### src/rtl/isu_pkg.sv
package isu_pkg;
  localparam int NSLOT  = 2;
  localparam int NTGT_S = 2;                 // write targets per slot (pair halves)
  localparam int NTGT   = NSLOT * NTGT_S;

  typedef enum logic [2:0] {
    LC_FAST  = 3'd0,
    LC_LOAD  = 3'd1,
    LC_STAT  = 3'd2,
    LC_CVT   = 3'd3,
    LC_XFORM = 3'd4
  } lat_cls_e;
endpackage

### src/rtl/isu_lat_decode.sv
module isu_lat_decode
  import isu_pkg::*;
#(
  parameter int IW             = 6,
  parameter int CW             = 4,
  parameter int LAT_LOAD       = 2,
  parameter int LAT_LOAD_SHAMT = 3,
  parameter int LAT_STAT       = 4,
  parameter int LAT_CVT        = 3,
  parameter int LAT_XF_LO      = 7,
  parameter int LAT_XF_HI      = 8
) (
  input  logic                      dst_en_i,
  input  logic [IW-1:0]             dst_idx_i,
  input  logic [2:0]                cls_i,
  output logic [NTGT_S-1:0]         t_en_o,
  output logic [NTGT_S-1:0][IW-1:0] t_idx_o,
  output logic [NTGT_S-1:0][CW-1:0] t_norm_o,
  output logic [NTGT_S-1:0][CW-1:0] t_shamt_o
);
  // countdown values loaded at issue: a consumer may go when the count is zero
  localparam logic [CW-1:0] C_LOAD = CW'(LAT_LOAD - 1);
  localparam logic [CW-1:0] C_LSH  = CW'(LAT_LOAD_SHAMT - 1);
  localparam logic [CW-1:0] C_STAT = CW'(LAT_STAT - 1);
  localparam logic [CW-1:0] C_CVT  = CW'(LAT_CVT - 1);
  localparam logic [CW-1:0] C_XLO  = CW'(LAT_XF_LO - 1);
  localparam logic [CW-1:0] C_XHI  = CW'(LAT_XF_HI - 1);

  logic [IW-1:0] even_idx, odd_idx;
  assign even_idx = {dst_idx_i[IW-1:1], 1'b0};
  assign odd_idx  = {dst_idx_i[IW-1:1], 1'b1};

  always_comb begin
    t_en_o    = {1'b0, dst_en_i};
    t_idx_o   = {dst_idx_i, dst_idx_i};
    t_norm_o  = '0;
    t_shamt_o = '0;
    case (lat_cls_e'(cls_i))
      LC_LOAD: begin
        t_norm_o[0]  = C_LOAD;
        t_shamt_o[0] = C_LSH;
      end
      LC_STAT: begin
        t_norm_o[0]  = C_STAT;
        t_shamt_o[0] = C_STAT;
      end
      LC_CVT: begin
        t_en_o    = {2{dst_en_i}};
        t_idx_o   = {odd_idx, even_idx};
        t_norm_o  = {C_CVT, C_CVT};
        t_shamt_o = {C_CVT, C_CVT};
      end
      LC_XFORM: begin
        t_en_o    = {2{dst_en_i}};
        t_idx_o   = {odd_idx, even_idx};
        t_norm_o  = {C_XLO, C_XHI};
        t_shamt_o = {C_XLO, C_XHI};
      end
      default: ;
    endcase
  end
endmodule

### src/rtl/isu_reg_track.sv
module isu_reg_track #(
  parameter int NREG = 33,
  parameter int IW   = 6,
  parameter int CW   = 4,
  parameter int NT   = 4
) (
  input  logic                  clk_i,
  input  logic                  rst_i,
  input  logic                  flush_i,
  input  logic [NT-1:0]         w_en_i,
  input  logic [NT-1:0][IW-1:0] w_idx_i,
  input  logic [NT-1:0][CW-1:0] w_norm_i,
  input  logic [NT-1:0][CW-1:0] w_shamt_i,
  output logic [NREG-1:0]       busy_norm_o,
  output logic [NREG-1:0]       busy_shamt_o
);
  for (genvar r = 0; r < NREG; r++) begin : g_reg
    logic [CW-1:0] cn_q, cs_q, cn_d, cs_d;
    logic          hit;

    always_comb begin
      cn_d = (cn_q != '0) ? cn_q - CW'(1) : '0;
      cs_d = (cs_q != '0) ? cs_q - CW'(1) : '0;
      hit  = 1'b0;
      for (int t = 0; t < NT; t++) begin
        if (w_en_i[t] && w_idx_i[t] == IW'(r)) begin
          hit = 1'b1;
          if (w_norm_i[t] > cn_d)  cn_d = w_norm_i[t];
          if (w_shamt_i[t] > cs_d) cs_d = w_shamt_i[t];
        end
      end
    end

    always_ff @(posedge clk_i) begin
      if (rst_i || flush_i) begin
        cn_q <= '0;
        cs_q <= '0;
      end else begin
        cn_q <= cn_d;
        cs_q <= cs_d;
      end
    end

    assign busy_norm_o[r]  = (cn_q != '0);
    assign busy_shamt_o[r] = (cs_q != '0);

    // the shift-amount view is never ready before the plain view
    assert_shamt_covers_R5: assert property (@(posedge clk_i) disable iff (rst_i)
      cs_q >= cn_q);
    // without a new write, a pending count drops by exactly one per cycle
    assert_countdown_R4: assert property (@(posedge clk_i) disable iff (rst_i)
      (!flush_i && !hit && cn_q != '0) |=> cn_q == $past(cn_q) - CW'(1));
    // flush leaves the register ready
    assert_flush_clear_R11: assert property (@(posedge clk_i) disable iff (rst_i)
      flush_i |=> (cn_q == '0 && cs_q == '0));
  end
endmodule

### src/rtl/isu_hazard_check.sv
module isu_hazard_check #(
  parameter int NREG = 33,
  parameter int IW   = 6
) (
  input  logic            vld_i,
  input  logic            a_en_i,
  input  logic [IW-1:0]   a_idx_i,
  input  logic            b_en_i,
  input  logic [IW-1:0]   b_idx_i,
  input  logic            b_shamt_i,
  input  logic [NREG-1:0] busy_norm_i,
  input  logic [NREG-1:0] busy_shamt_i,
  output logic            blocked_o
);
  localparam int SPAN = 2 ** IW;

  // indices beyond the tracked set read as ready
  logic [SPAN-1:0] pad_n, pad_s;
  assign pad_n = SPAN'(busy_norm_i);
  assign pad_s = SPAN'(busy_shamt_i);

  logic a_busy, b_busy;
  assign a_busy = a_en_i && pad_n[a_idx_i];
  assign b_busy = b_en_i && (b_shamt_i ? pad_s[b_idx_i] : pad_n[b_idx_i]);

  assign blocked_o = vld_i && (a_busy || b_busy);
endmodule

### src/rtl/isu_interlock.sv
module isu_interlock
  import isu_pkg::*;
#(
  parameter int  NGPR           = 16,
  parameter int  NFPR           = 16,
  parameter int  LAT_LOAD       = 2,
  parameter int  LAT_LOAD_SHAMT = 3,
  parameter int  LAT_STAT       = 4,
  parameter int  LAT_CVT        = 3,
  parameter int  LAT_XF_LO      = 7,
  parameter int  LAT_XF_HI      = 8,
  localparam int NREG           = NGPR + NFPR + 1,
  localparam int IW             = $clog2(NREG),
  localparam int LAT_MAX        = (LAT_XF_HI > LAT_STAT) ? LAT_XF_HI : LAT_STAT,
  localparam int CW             = $clog2(LAT_MAX + 1)
) (
  input  logic                 clk_i,
  input  logic                 rst_i,
  input  logic                 flush_i,
  input  logic [1:0]           slot_vld_i,
  input  logic [1:0]           src_a_en_i,
  input  logic [1:0][IW-1:0]   src_a_idx_i,
  input  logic [1:0]           src_b_en_i,
  input  logic [1:0][IW-1:0]   src_b_idx_i,
  input  logic [1:0]           src_b_shamt_i,
  input  logic [1:0]           dst_en_i,
  input  logic [1:0][IW-1:0]   dst_idx_i,
  input  logic [1:0][2:0]      dst_cls_i,
  output logic [1:0]           stall_o,
  output logic                 pair_issue_o
);
  logic [NSLOT-1:0][NTGT_S-1:0]         dec_en;
  logic [NSLOT-1:0][NTGT_S-1:0][IW-1:0] dec_idx;
  logic [NSLOT-1:0][NTGT_S-1:0][CW-1:0] dec_norm, dec_shamt;
  logic [NSLOT-1:0]                     sb_blk, issue;
  logic [NTGT-1:0]                      w_en;
  logic [NTGT-1:0][IW-1:0]              w_idx;
  logic [NTGT-1:0][CW-1:0]              w_norm, w_shamt;
  logic [NREG-1:0]                      busy_norm, busy_shamt;
  logic                                 raw01;

  for (genvar s = 0; s < NSLOT; s++) begin : g_slot
    isu_lat_decode #(
      .IW(IW), .CW(CW), .LAT_LOAD(LAT_LOAD), .LAT_LOAD_SHAMT(LAT_LOAD_SHAMT),
      .LAT_STAT(LAT_STAT), .LAT_CVT(LAT_CVT), .LAT_XF_LO(LAT_XF_LO), .LAT_XF_HI(LAT_XF_HI)
    ) dec_i (
      .dst_en_i (dst_en_i[s]),
      .dst_idx_i(dst_idx_i[s]),
      .cls_i    (dst_cls_i[s]),
      .t_en_o   (dec_en[s]),
      .t_idx_o  (dec_idx[s]),
      .t_norm_o (dec_norm[s]),
      .t_shamt_o(dec_shamt[s])
    );

    isu_hazard_check #(.NREG(NREG), .IW(IW)) haz_i (
      .vld_i       (slot_vld_i[s]),
      .a_en_i      (src_a_en_i[s]),
      .a_idx_i     (src_a_idx_i[s]),
      .b_en_i      (src_b_en_i[s]),
      .b_idx_i     (src_b_idx_i[s]),
      .b_shamt_i   (src_b_shamt_i[s]),
      .busy_norm_i (busy_norm),
      .busy_shamt_i(busy_shamt),
      .blocked_o   (sb_blk[s])
    );

    for (genvar k = 0; k < NTGT_S; k++) begin : g_tgt
      assign w_en[s*NTGT_S+k]    = dec_en[s][k] && issue[s];
      assign w_idx[s*NTGT_S+k]   = dec_idx[s][k];
      assign w_norm[s*NTGT_S+k]  = dec_norm[s][k];
      assign w_shamt[s*NTGT_S+k] = dec_shamt[s][k];
    end
  end

  // slot 1 reads something slot 0 writes in the same cycle
  always_comb begin
    raw01 = 1'b0;
    for (int k = 0; k < NTGT_S; k++) begin
      if (slot_vld_i[0] && dec_en[0][k]) begin
        if (src_a_en_i[1] && src_a_idx_i[1] == dec_idx[0][k]) raw01 = 1'b1;
        if (src_b_en_i[1] && src_b_idx_i[1] == dec_idx[0][k]) raw01 = 1'b1;
      end
    end
  end

  assign stall_o[0]   = slot_vld_i[0] && (flush_i || sb_blk[0]);
  assign stall_o[1]   = slot_vld_i[1] && (flush_i || stall_o[0] || sb_blk[1] || raw01);
  assign issue        = slot_vld_i & ~stall_o;
  assign pair_issue_o = issue[0] && issue[1];

  isu_reg_track #(.NREG(NREG), .IW(IW), .CW(CW), .NT(NTGT)) trk_i (
    .clk_i       (clk_i),
    .rst_i       (rst_i),
    .flush_i     (flush_i),
    .w_en_i      (w_en),
    .w_idx_i     (w_idx),
    .w_norm_i    (w_norm),
    .w_shamt_i   (w_shamt),
    .busy_norm_o (busy_norm),
    .busy_shamt_o(busy_shamt)
  );

  assert_pair_raw_R3: assert property (@(posedge clk_i) disable iff (rst_i)
    (slot_vld_i == 2'b11 && dst_en_i[0] && dst_cls_i[0] == 3'd0 &&
     src_a_en_i[1] && src_a_idx_i[1] == dst_idx_i[0]) |-> stall_o[1]);
  assert_hold_later_R9: assert property (@(posedge clk_i) disable iff (rst_i)
    (stall_o[0] && slot_vld_i[1]) |-> stall_o[1]);
  assert_flush_blocks_R11: assert property (@(posedge clk_i) disable iff (rst_i)
    flush_i |-> (stall_o == slot_vld_i && !pair_issue_o));
  assert_pair_clean_R12: assert property (@(posedge clk_i) disable iff (rst_i)
    pair_issue_o |-> (slot_vld_i == 2'b11 && stall_o == 2'b00));
  assert_stall_needs_valid_R12: assert property (@(posedge clk_i) disable iff (rst_i)
    (stall_o & ~slot_vld_i) == 2'b00);
endmodule

### config.mk
export PLATFORM = sky130hd
export DESIGN_NAME = isu_interlock
export DESIGN_NICKNAME = d
export VERILOG_FILES = /design/src/rtl/isu_pkg.sv /design/src/rtl/isu_lat_decode.sv /design/src/rtl/isu_reg_track.sv /design/src/rtl/isu_hazard_check.sv /design/src/rtl/isu_interlock.sv
export SDC_FILE = /design/constraint.sdc
export NUM_CORES = 2
export LEC_CHECK = 0
export ABC_AREA = 1
export BUFFER_PORTS_ARGS = -buffer_cell sky130_fd_sc_hd__buf_4
export CORE_AREA = 2 2 393 395
export CTS_BUF_LIST = sky130_fd_sc_hd__clkbuf_8
export DETAILED_ROUTE_END_ITERATION = 6
export DIE_AREA = 0 0 395 397
export GPL_TIMING_DRIVEN = 0
export PLACE_DENSITY = 0.53
export SETUP_SLACK_MARGIN = 0.15
export SLEW_MARGIN = 0
export SYNTH_ARGS = -nofsm -noshare
export SYNTH_HDL_FRONTEND = slang
export SYNTH_HIERARCHICAL = 1
export SYNTH_SLANG_ARGS = --single-unit
### constraint.sdc
create_clock -name clk_i -period 9.4 [get_ports clk_i]
set_input_delay 0 -clock clk_i [delete_from_list [all_inputs] [get_ports clk_i]]
set_output_delay 0 -clock clk_i [all_outputs]
set_load 0.01 [all_outputs]
==> impl_metrics.py <==
metrics = {
    "synth": {
        "synth.cell_area_um2": 57700,
        "async_reset_ff_share_pct": 0,
        "synth_cell_types": 49,
        "synthAdderAreaFrac_pct": 18.6,
        "synth_compound_area_share_pct": 13.7,
        "ys_seq_area_share_pct": 9.16,
        "synth_edf_count": 0,
        "synthSimpleGateAreaFrac_pct": 44.4,
        "synthXorXnorAreaFrac_pct": 0.0303,
        "synth_top_cell_by_area": "nand2_1",
        "synthFlopType": "dfxtp_1",
        "synth-seq-cells": 264,
        "synth_top_family_by_area": "simple AND/OR/NAND/NOR gates",
        "syn_avg_cell_area_um2": 5.56,
        "synth-warning-count": 6,
        "netlist_top_cells_area": "nand2_1 19%, ha_1 19%, nand3_1 12%",
        "synth.mux.area_fraction_pct": 0,
        "synthCells": 10400,
        "yosysTopAreaCellShare_pct": 18.9,
    },
    "clocking": {
        "cts-buffers-inserted": 69,
        "path_clk_slew_ps": 60,
        "clockBufferDepth": 3,
        "cts_htree_levels": 3,
        "clock_latency_ps": 790,
        "clkSinkCount": 264,
        "cts_root_buf": "clkbuf_8",
        "tritoncts": "yes",
    },
    "cells_and_area": {
        "stdcell_area_um2": 62600,
        "synthToLayoutAreaGrowth_pct": 8.38,
        "fin_util_pct": 40.9,
        "final_cell_mix": "2,904 x nand2_1, 1,787 x inv_1, 1,391 x nand3_1",
        "fin_cells": 12600,
        "drive_above_1_share_pct": 7.39,
        "final_common_cell": "nand2_1",
        "fin_nets": 11400,
    },
    "global_route": {
        "grt_pass1_wl_um": 419000,
        "antenna_found_initial": 38,
        "overflow": 0,
        "grt_max_degree": 43,
        "grt_util_all_layers_pct": 37.0,
        "grt_pass1_vias": 61500,
    },
    "power": {
        "seq_power_share_pct": 25.6,
        "clkPwrFrac_pct": 37.4,
        "internal_power_uw": 2470,
        "combPwrFrac_pct": 36.9,
        "switching_power_uw": 1920,
        "p_leak_uw": 0.0356,
        "power_density_nw_per_um2": 70.1,
        "ir_worst_vdd_mv": 0.0949,
        "switching_share_pct": 43.7,
    },
    "place": {
        "place_inst": 12500,
        "place_congestion": 1.04,
        "dpl.hpwl_um": 226000,
        "dp_slack_ps": 639,
        "numPortBuffers": 46,
        "dpl_cell_area_um2": 61000,
    },
    "detailed_routing": {
        "vias": 70000,
        "drt_first_pass_iters": 6,
        "drtIter0Drc": 8972,
        "ant_nets": 0,
        "routed_via_density": 5.53,
        "wl_per_cell_um": 23.9,
        "drc": 0,
        "wirelength_um": 302000,
    },
    "worst_hold_path": {
        "whs_path_depth": 7,
        "worst_hold_path_type": "input pin to flop",
    },
    "sta": {
        "slew_headroom_pct": -14.5,
        "finalHoldViolCount": 0,
        "post-route-min-period_ps": 8710,
        "maxSlewViolCount": 131,
        "tightest_slew_ps": 1720,
        "final.setup.worst_slack_ps": 686,
        "fin_crit_sh_pct": 92.7,
        "rsz0062_at_grt": "no",
        "whs_ps": 104,
        "max_freq_mhz": 115,
        "skew_ps": 73.4,
        "finalSetupViolations": 0,
    },
    "setup_path": {
        "critPathMaxStageDelay_ps": 820,
        "ff2ff_path_depth": 45,
        "startpoint_type": "flop",
        "cp-end-kind": "flop",
        "crit_path_max_fanout": 8,
        "slowest_stage": "nor2_1",
        "crit_type": "flop to flop",
        "cpMostUsedCell": "nand2_1",
        "required_ps": 10030,
        "cp_data_arrival_time_ps": 9340,
    },
    "run": {
        "maxCapViolCount": 15,
    },
    "floorplanning": {
        "io_pins": 58,
        "rows": 144,
        "dieArea_um2": 157000,
        "coreArea_um2": 153000,
        "die_h_um": 397,
        "start_util_pct": 37.7,
        "die_w_um": 395,
    },
    "outcome": {
        "outcome": "finished with violations",
        "violations": "capacitance limit, slew limit",
    },
}
per-stage QoR:
step / power [µW] / TNS, ps
floorplan: 2070 / 0
global placement: 2560 / -421840
detailed placement: 2600 / 0
CTS: 4260 / 0
global route: 4580 / 0
finish: 4380 / 0
metal layers:
layer | track usage (%) | wire length (µm) | vias to the layer above
li1 | - | - | 33600
met4 | 26.9 | 25400 | 20
met5 | 1.36 | 413 | -
met2 | 52.7 | 118000 | 3544
met3 | 9.11 | 35100 | 779
met1 | 48.0 | 123000 | 32000
sequential cells by signal, summed over array words and instances, names as in the netlist:
register and flops:
trk_i/g.cn_q 132, trk_i/g.cs_q 132
cells by family (layout without fill, tap and decap cells):
logic type / after synthesis / count (layout)
other cells: 2 / 32
flops: 264 / 264
simple gates: 5751 / 5751
compound gates: 1433 / 1433
fa+ha+maj: 858 / 858
xor+xnor: 2 / 2
buf+inv: 2076 / 2263
final timing paths:
path	slack [ps]	end	from
setup / recovery	690	trk_i/g_reg[27].cn_q[2]	trk_i/g_reg[30].cn_q[0]
setup reg to reg	690	trk_i/g_reg[27].cn_q[2]	trk_i/g_reg[30].cn_q[0]
hold / removal	100	trk_i/g_reg[32].cn_q[0]	dst_idx_i[10]
hold reg to reg	1010	trk_i/g_reg[8].cs_q[3]	trk_i/g_reg[8].cs_q[3]
power by group through the flow:
stage	Clock, µW	Combinational (µW)	Sequential [µW]
2_1_floorplan	0	924	1150
3_3_place_gp	0	1410	1150
3_5_place_dp	0	1460	1150
4_1_cts	1680	1460	1120
5_1_grt	1710	1740	1120
6_report	1640	1620	1120
cell usage after synthesis (4+ instances only):
| cell type | number |
|---|---|
| nand3b_1 | 7 |
| nor3_1 | 5 |
| nor2_1 | 789 |
| nor2_4 | 67 |
| ha_1 | 858 |
| inv_1 | 1778 |
| buf_1 | 18 |
| o21ai_0 | 740 |
| and2_1 | 183 |
| nor2_2 | 112 |
| nand2_4 | 29 |
| buf_6 | 8 |
| o2111ai_1 | 34 |
| nand2_2 | 202 |
| o211ai_1 | 19 |
| inv_2 | 20 |
| o21a_1 | 71 |
| nor4_1 | 6 |
| o21bai_1 | 94 |
| o22ai_1 | 4 |
| o21ai_2 | 14 |
| clkbuf_1 | 155 |
| nor2_8 | 5 |
| buf_4 | 45 |
| nand3_2 | 11 |
| nand4_1 | 30 |
| dfxtp_1 | 264 |
| buf_2 | 47 |
| nand3_1 | 1392 |
| o21ai_1 | 17 |
| nand2_1 | 2904 |
| a31oi_1 | 35 |
| a21oi_1 | 391 |
what timing repair did:
item / CTS / global route
resized for setup: 0 / 3
hold buffers: 2 / 0
hold endpoints to repair: 7 / 0
endpoints found under the setup margin: 0 / 77
buffers inserted: 0 / 0
worst max-delay path, delay by kind of cell (launching register included):
family | cells | cell delay (ps)
flip-flops | 1 | 320
AO/OA/AOI/OAI | 7 | 1690
adder cells (fa/ha/maj) | 3 | 840
buffers and inverters | 7 | 660
AND/OR/NAND/NOR | 28 | 5030
layout make-up:
cell class              count  area (µm²)
repair buffers             64         627
diodes                     20        50.0
fillers                 16900       90400
clock inverters            30         194
flip-flops and latches    264        5290
inverters                1801        6770
multi-input cells        8056       44400
well taps                2044        2560
plain buffers             275        1380
clock buffers              93        1280
(Power assumes the default switching activity.)
